===== src/rtl/qpc_pkg.sv =====
package qpc_pkg;
  localparam int ADR_CTRL   = 0;
  localparam int ADR_CEIL   = 1;
  localparam int ADR_COUNT  = 2;
  localparam int ADR_STATUS = 3;
  localparam int ADR_MASK   = 4;
  localparam int IRQ_BITS   = 6;
  localparam int CTRL_BITS  = 11;

  typedef struct packed {
    logic       enable;
    logic       invA;
    logic       invB;
    logic       invIdx;
    logic       swapAB;
    logic       noIdxReset;
    logic [1:0] idxGate;
  } qpc_cfg_t;

  typedef struct packed {
    logic dirChange;
    logic resetUp;
    logic resetDown;
    logic phaseErr;
  } qpc_evt_t;
endpackage


===== src/rtl/qpc_datapath.sv =====
module qpc_datapath
  import qpc_pkg::*;
#(
  parameter int DATA_W = 32
) (
  input  logic              clk,
  input  logic              rstN,
  input  qpc_cfg_t          cfg,
  input  logic [DATA_W-1:0] ceiling,
  input  logic              phA,
  input  logic              phB,
  input  logic              idx,
  output logic [DATA_W-1:0] count,
  output qpc_evt_t          evt
);
  logic aInv, bInv, qa, qb, qi;
  logic prevA, prevB, prevQual, lastUp;
  logic chA, chB, step, illegal, stepUp, curUp, gateHit, qual, idxFire;

  always_comb begin
    aInv    = phA ^ cfg.invA;
    bInv    = phB ^ cfg.invB;
    qa      = cfg.swapAB ? bInv : aInv;
    qb      = cfg.swapAB ? aInv : bInv;
    qi      = idx ^ cfg.invIdx;
    chA     = qa ^ prevA;
    chB     = qb ^ prevB;
    step    = cfg.enable & (chA ^ chB);
    illegal = cfg.enable & chA & chB;
    stepUp  = chA ? (qa != qb) : (qb == qa);
    curUp   = step ? stepUp : lastUp;
    gateHit = ({qa, qb} == cfg.idxGate);
    qual    = qi & gateHit;
    idxFire = cfg.enable & ~cfg.noIdxReset & qual & ~prevQual;
    evt.dirChange = step & (stepUp != lastUp);
    evt.resetUp   = idxFire & curUp;
    evt.resetDown = idxFire & ~curUp;
    evt.phaseErr  = illegal;
  end

  always_ff @(posedge clk or negedge rstN) begin
    if (!rstN) begin
      prevA    <= 1'b0;
      prevB    <= 1'b0;
      prevQual <= 1'b0;
      lastUp   <= 1'b1;
      count    <= '0;
    end else begin
      prevA    <= qa;
      prevB    <= qb;
      prevQual <= qual;
      if (step) lastUp <= stepUp;
      if (idxFire) begin
        count <= '0;
      end else if (step) begin
        if (stepUp) count <= (count >= ceiling) ? '0 : count + 1'b1;
        else        count <= (count == '0) ? ceiling : count - 1'b1;
      end
    end
  end
endmodule


===== src/rtl/qpc_ctrl.sv =====
module qpc_ctrl
  import qpc_pkg::*;
#(
  parameter int DATA_W = 32,
  parameter int ADDR_W = 3,
  parameter logic [DATA_W-1:0] CEIL_INIT = '1
) (
  input  logic                  clk,
  input  logic                  rstN,
  input  logic [ADDR_W-1:0]     regAddr,
  input  logic                  regWrEn,
  input  logic [DATA_W-1:0]     regWrData,
  output logic [DATA_W-1:0]     regRdData,
  input  logic [DATA_W-1:0]     count,
  input  qpc_evt_t              evt,
  input  logic                  wdtStrobe,
  output qpc_cfg_t              cfg,
  output logic [DATA_W-1:0]     ceiling,
  output logic [CTRL_BITS-1:0]  ctrlWord,
  output logic [IRQ_BITS-1:0]   status,
  output logic [IRQ_BITS-1:0]   mask,
  output logic                  irq
);
  logic fltEn, opMode, phErr;
  logic wrCtrl, wrCeil, wrStatus, wrMask;
  logic [IRQ_BITS-1:0] setVec, clrVec;

  always_comb begin
    wrCtrl   = regWrEn && (regAddr == ADDR_W'(ADR_CTRL));
    wrCeil   = regWrEn && (regAddr == ADDR_W'(ADR_CEIL));
    wrStatus = regWrEn && (regAddr == ADDR_W'(ADR_STATUS));
    wrMask   = regWrEn && (regAddr == ADDR_W'(ADR_MASK));
    setVec   = {2'b00, evt.dirChange, evt.resetUp, evt.resetDown, wdtStrobe};
    clrVec   = wrStatus ? regWrData[IRQ_BITS-1:0] : '0;
    ctrlWord = {cfg.idxGate, cfg.noIdxReset, phErr, opMode, cfg.swapAB,
                cfg.invIdx, cfg.invB, cfg.invA, fltEn, cfg.enable};
    irq      = |(status & ~mask);
  end

  always_ff @(posedge clk or negedge rstN) begin
    if (!rstN) begin
      cfg     <= '0;
      fltEn   <= 1'b0;
      opMode  <= 1'b0;
      phErr   <= 1'b0;
      ceiling <= CEIL_INIT;
      status  <= '0;
      mask    <= '1;
    end else begin
      phErr  <= (phErr & ~(wrCtrl & regWrData[7])) | evt.phaseErr;
      status <= (status & ~clrVec) | setVec;
      if (wrCeil) ceiling <= regWrData;
      if (wrMask) mask <= regWrData[IRQ_BITS-1:0];
      if (wrCtrl) begin
        cfg.enable <= regWrData[0];
        if (!cfg.enable) begin
          fltEn          <= regWrData[1];
          cfg.invA       <= regWrData[2];
          cfg.invB       <= regWrData[3];
          cfg.invIdx     <= regWrData[4];
          cfg.swapAB     <= regWrData[5];
          opMode         <= regWrData[6];
          cfg.noIdxReset <= regWrData[8];
          cfg.idxGate    <= regWrData[10:9];
        end
      end
    end
  end

  always_comb begin
    regRdData = '0;
    case (regAddr)
      ADDR_W'(ADR_CTRL):   regRdData = DATA_W'(ctrlWord);
      ADDR_W'(ADR_CEIL):   regRdData = ceiling;
      ADDR_W'(ADR_COUNT):  regRdData = count;
      ADDR_W'(ADR_STATUS): regRdData = DATA_W'(status);
      ADDR_W'(ADR_MASK):   regRdData = DATA_W'(mask);
      default:             regRdData = '0;
    endcase
  end
endmodule


===== src/rtl/qpc_top.sv =====
module qpc_top
  import qpc_pkg::*;
#(
  parameter int DATA_W = 32,
  parameter int ADDR_W = 3
) (
  input  logic              clk,
  input  logic              rstN,
  input  logic              phA,
  input  logic              phB,
  input  logic              idx,
  input  logic              wdtStrobe,
  input  logic [ADDR_W-1:0] regAddr,
  input  logic              regWrEn,
  input  logic [DATA_W-1:0] regWrData,
  output logic [DATA_W-1:0] regRdData,
  output logic [DATA_W-1:0] position,
  output logic              irq
);
  qpc_cfg_t             cfg;
  qpc_evt_t             evt;
  logic [DATA_W-1:0]    ceiling;
  logic [CTRL_BITS-1:0] ctrlWord;
  logic [IRQ_BITS-1:0]  status;
  logic [IRQ_BITS-1:0]  mask;

  qpc_ctrl #(.DATA_W(DATA_W), .ADDR_W(ADDR_W)) u_ctrl (
    .clk(clk), .rstN(rstN), .regAddr(regAddr), .regWrEn(regWrEn),
    .regWrData(regWrData), .regRdData(regRdData), .count(position),
    .evt(evt), .wdtStrobe(wdtStrobe), .cfg(cfg), .ceiling(ceiling),
    .ctrlWord(ctrlWord), .status(status), .mask(mask), .irq(irq)
  );

  qpc_datapath #(.DATA_W(DATA_W)) u_dp (
    .clk(clk), .rstN(rstN), .cfg(cfg), .ceiling(ceiling),
    .phA(phA), .phB(phB), .idx(idx), .count(position), .evt(evt)
  );
endmodule


===== config.mk =====
export PLATFORM = sky130hd
export DESIGN_NAME = qpc_top
export DESIGN_NICKNAME = d
export VERILOG_FILES = /design/src/rtl/qpc_pkg.sv /design/src/rtl/qpc_datapath.sv /design/src/rtl/qpc_ctrl.sv /design/src/rtl/qpc_top.sv
export SDC_FILE = /design/constraint.sdc
export NUM_CORES = 1
export LEC_CHECK = 0
export BUFFER_PORTS_ARGS = -buffer_cell sky130_fd_sc_hd__buf_2
export CAP_MARGIN = 20
export CORE_ASPECT_RATIO = 1.5
export CORE_MARGIN = 2
export CORE_UTILIZATION = 59
export CTS_CLUSTER_DIAMETER = 120
export DETAILED_ROUTE_END_ITERATION = 10
export GPL_ROUTABILITY_DRIVEN = 0
export GPL_TIMING_DRIVEN = 0
export HOLD_SLACK_MARGIN = 0.15
export PLACE_DENSITY_LB_ADDON = 0.12
export SLEW_MARGIN = 20
export SYNTH_ARGS = -nofsm -noshare
export SYNTH_HDL_FRONTEND = slang
export SYNTH_SLANG_ARGS = --single-unit

===== constraint.sdc =====
create_clock -name clk -period 3.8 [get_ports clk]
set_input_delay 0.76 -clock clk [delete_from_list [all_inputs] [get_ports clk]]
set_output_delay 0.76 -clock clk [all_outputs]
set_load 0.02 [all_outputs]

Yosys cells after proc, flatten, opt, wreduce, memory -nomap -nowiden
Cells that the tools add are included.
{ "totals": {"word_cells": 78, "regBits": 91} }
{ "op_classes": {"n_lt_le_gt_ge": 1, "mux": 11, "n_addsub": 2, "n_bitwise": 29, "eq_ne": 8, "reduce_logical": 9} }
{ "op_table": {"columns": ["op", "count"], "rows": [
  ["$mux 32", 5],
  ["$pmux 32 s5", 1],
  ["$add 32x1->32 const B", 1],
  ["$ge 32x32->1", 1],
  ["$logic_not 32->1", 1],
  ["$sub 32x1->32 const B", 1],
  ["$and 1x1->1", 12],
  ["$and 6x6->6", 2],
  ["$not 6->6", 2],
  ["$eq 3x2->1 const B", 2],
  ["$mux 6", 1],
  ["$or 6x4->6", 1],
  ["$reduce_or 6->1", 1],
  ["$xor 1x1->1", 6],
  ["$not 1->1", 5],
  ["$logic_and 1x1->1", 4],
  ["$mux 1", 4],
  ["$eq 3x1->1 const B", 1],
  ["$eq 3x3->1 const B", 1],
  ["$logic_not 3->1", 1],
  ["$eq 2x2->1", 1],
  ["$ne 1x1->1", 2],
  ["$reduce_and 2->1", 1],
  ["$reduce_bool 2->1", 1],
  ["other kinds (2)", 2]
]} }

Depth between registers and ports, before layout
{ "logic_depth": {"depth_word": 9, "ltp_mapped": 11, "ltp_nobuf": 9} }

By module
Synthesis repeated with hierarchy kept, for this count alone.
{ "unflattened": {"hier_cells": 827, "hier_area_um2": 7405.9} }
{ "by_module_without_submodules": {"columns": ["module", "seq_area_each_um2", "cells_per_inst", "n_inst", "area_per_inst_um2"], "rows": [
  ["qpc_datapath", 902.1, 604, 1, 4548.1],
  ["qpc_ctrl", 1423.9, 223, 1, 2857.7]
]} }

Worst setup path after synthesis
No wires, ideal clock.
{ "synth_timing": {"path_type": "in2out", "start": "input port regAddr[1]", "end": "output port regRdData[5]", "path_slack_ns": 0.749, "path_buffers": 3, "arrival_ns": 2.291, "cell_stages": 5, "path_cell_list": "clkbuf_1 -> buf_1 -> clkbuf_1 -> mux2i_1 -> o22ai_1"} }
{ "synth_via": {"elab_chain_cells": 2} }
{ "synth_rtl": {"columns": ["element", "line_no", "source"], "rows": [
  ["from (decl)", "qpc_top.sv:13", "input logic [ADDR_W-1:0] regAddr,"],
  ["$eq 3x3->1, or another cell as far along", "qpc_ctrl.sv:72", "case (regAddr)"],
  ["$pmux 32 s5 *", "qpc_ctrl.sv:72", null],
  ["to (decl)", "qpc_top.sv:16", "output logic [DATA_W-1:0] regRdData,"]
]} }
Every way passes the cells marked *; elsewhere a longest branch is shown, timed or not.

Worst setup path in the final report
{ "layout_timing": {"start": "register u_ctrl.ceiling[23]", "end": "register u_dp.count[28]"} }
{ "layout_via": {"elab_chain_cells": 5} }
{ "layout_rtl": {"columns": ["element", "line_no", "source"], "rows": [
  ["from (decl)", "qpc_ctrl.sv:18", "output logic [DATA_W-1:0] ceiling,"],
  ["from (signal assigned)", "qpc_ctrl.sv:52", "if (wrCeil) ceiling <= regWrData;"],
  ["$ge 32x32->1", "qpc_datapath.sv:56", "if (stepUp) count <= (count >= ceiling) ? '0 : count + 1'b1;"],
  ["$mux 32 (2 in series)", "qpc_datapath.sv:56", null],
  ["$mux 32", "qpc_datapath.sv:55", "end else if (step) begin"],
  ["$mux 32", "qpc_datapath.sv:53", "if (idxFire) begin"],
  ["to (signal assigned)", "qpc_datapath.sv:56", null],
  ["to (signal assigned)", "qpc_datapath.sv:57", "else count <= (count == '0) ? ceiling : count - 1'b1;"],
  ["to (decl)", "qpc_datapath.sv:13", "output logic [DATA_W-1:0] count,"]
]} }
Every way passes these cells. The select of a mux whose other input is x is not followed.
A chain may end at the register's enable or synchronous reset.

==> metrics.txt <==
share of cells above drive strength 1 25.4%; Iter 0 DRT Violations 625; first-pass detailed-route iteration total 6; Slew Viols, Final 0; WL final 24.6 mm; FP Rows 49; status finished clean; Initial Util 60.7%; IO Port Bufs 105; crit-path cells inv_1 > ha_1 > nand4_1 > nor4_1 > a21oi_1 > o21ai_0 > o21bai_1 > a21oi_1 > clkbuf_2 > o32ai_1; Worst setup EP type flip-flop; fin crit period 3.66 ns; ranking of synthesized cells by area dfrtp_1 (18%), dfstp_2 (14%), ha_1 (6.0%); leakage 0.00361 uW; Hold Path Class input pin to asynchronous set/reset pin; largest net degree at the start of global routing 52; Syn Inst Count 856; Worst path most repeated cell a21oi_1; register bit total from synthesis 91; CTS Root Cell clkbuf_16; Final Util 69.8%; Worst-Margin Slew 1.05 ns; required time of the critical path 4.01 ns; Die W 94.8 um; I/O Pins 107; Num CTS Buffers 9; Post-synth EDFFs 0; Final Skew 0.0104 ns; RSZ-0062 raised after global routing no; number of H-tree levels 3; diode count 0; core area 12000 um^2; CP Class flip-flop to flip-flop; GRT Resource Usage Total 37.7%; dpl hpwl 17.9 mm; max_slew headroom 29.8%; final number of setup-violating endpoints 0; Avg Vias per Cell 6.66; drt wl/cell 21.8 um; Post-CTS Setup Bufs 0; nets 1050; ys async rst share 100%; # DRC 0; GRT Residual Overflow 0; crit path DAT 3.87 ns; Antenna Violating Nets Remaining 0; nature of the critical path startpoint flip-flop; Synth Cell Area 7290 um^2; Max Cap Violations 0; synth warn 0; vias in the first global route 7273; syn_area_per_cell 8.52 um^2; Syn-to-layout area delta 14.9%; Die ar. 13300 um^2; TritonCTS clock tree done; CP max stage cell dfstp_2; total number of vias 7535; Peak VDD IR 641 uV; final hold vios 0; top cell type's share of synthesized area 17.8%; Synthesized Nets 933; area leader, netlist dfrtp_1; clk buf depth 2; unique cell type count in the Yosys netlist 87; Worst-path clk slew 0.07 ns; first-pass GRT wire length 38.2 mm; PwrDens 805 nW/um^2; Hold Slack 0.310 ns; CP peak stage delay 0.55 ns; Sinks on Clock Net 91; # fillers 1053; clk_lat worst skew 0.35 ns; Primary FF master, synth dfrtp_1; Max Clock Freq 273 MHz; Final Cycle Share 96.3%; initial antenna violation count 0; die height 140 um; total power 6750 uW; Max FO, Critical Path 10; register area share after synthesis 31.9%
path summary, 6_finish.rpt:
path / to / from / slack (ns) / cells after the start
setup / recovery: u_dp.count[28] / u_ctrl.ceiling[23] / 0.14 / 10
hold / removal: u_dp.count[19] / rstN / 0.31 / 1
setup reg to reg: u_dp.count[28] / u_ctrl.ceiling[23] / 0.14 / 10
hold reg to reg: u_ctrl.status[0] / u_ctrl.status[0] / 0.52 / 1
max in group asynchronous: u_ctrl.ceiling[2] / rstN / 2.83 / 2
min in group clk: u_ctrl.status[0] / u_ctrl.status[0] / 0.52 / 1
state kept, by name, summed over array words and instances (netlist names):
register	flops
u_ctrl.phErr	1
u_ctrl.ceiling	32
u_dp.prevQual	1
u_dp.prevB	1
u_ctrl.fltEn	1
u_dp.prevA	1
u_ctrl.cfg	8
u_ctrl.status	6
u_dp.count	32
u_ctrl.opMode	1
u_ctrl.mask	6
u_dp.lastUp	1
power breakdown:
part / total [uW] / switching, uW / leakage [uW] / internal (uW)
clock: 1030 / 427 / 0.000164 / 603
sequential: 1750 / 407 / 0.00105 / 1340
combinational: 3970 / 2570 / 0.00240 / 1400
cells in the mapped netlist (all sizes together), types with 9 or more instances:
master    n
inv      54
o211ai    9
a22o     26
nor2     52
xnor2    11
nand2   107
a21oi    40
o22ai    13
nor3     28
clkbuf   38
o21ai    58
mux2i    20
nor4      9
buf      28
ha       35
o31ai    10
a31oi    13
dfrtp    52
nand3    38
dfstp    39
mux2     21
and3     10
nand4    17
routing by layer:
layer / part of all wire, % / wire [um] / GRT usage [%]
met5: 0 / 0 / 0
met4: 7.1 / 1740 / 24.4
met3: 8.8 / 2170 / 8.02
met2: 49 / 12000 / 62.1
met1: 35 / 8750 / 43.6
through the flow:
stage	TNS (ns)	cells	setup WS [ns]	instance area, um^2
after floorplan	0	856	0.749	7290
after global placement	-0.275	1114	-0.0491	8010
after detailed placement	-0.517	1115	-0.0751	8040
after CTS	0	1131	0.119	8380
after global routing	0	1131	0.0102	8380
final	0	1131	0.141	8380
area by class of cell:
class	instances	area (um^2)	area share (%)
Timing Repair Buffer	106	559	6.67
Sequential cell	91	2330	27.8
Clock inverter	6	95.1	1.13
Inverter	54	203	2.42
Multi-Input combinational cell	645	4450	53.1
Buffer	66	315	3.76
Tap cell	153	191	2.28
Clock buffer	10	239	2.85
worst max-delay path: cells and delay by family (launching register included):
kind,cells,cell delay (ns)
AO/OA/AOI/OAI,5,1.46
adder cells (fa/ha/maj),1,0.31
buffers and inverters,2,0.55
flip-flops,1,0.55
AND/OR/NAND/NOR,2,0.64
logic make-up after synthesis:
kind of cell | synth area share [%]
compound gates | 22.9
xor+xnor | 3.21
fa+ha+maj | 6.01
buf+inv | 7.07
flops | 31.9
mux | 6.33
simple gates | 22.5
timing repair:
item	CTS	global route
hold endpoints to repair	0	0
pin swaps	0	0
hold buffers	0	0
resized for setup	1	3
endpoints found under the setup margin	10	13
layout by cell type, fill, tap and decap left out, types with 18 or more instances in the layout:
master | netlist | layout
a22o_1 | 26 | 26
a21oi_1 | 40 | 40
nor2_1 | 48 | 48
nand2_1 | 103 | 103
nand3_1 | 38 | 38
ha_1 | 35 | 35
clkbuf_1 | 38 | 36
dfrtp_1 | 52 | 52
mux2_2 | 21 | 21
nor3_1 | 22 | 22
dfstp_2 | 39 | 39
buf_2 | 19 | 123
mux2i_1 | 18 | 18
inv_1 | 54 | 54
o21ai_0 | 57 | 57
(Power assumes the default switching activity.)
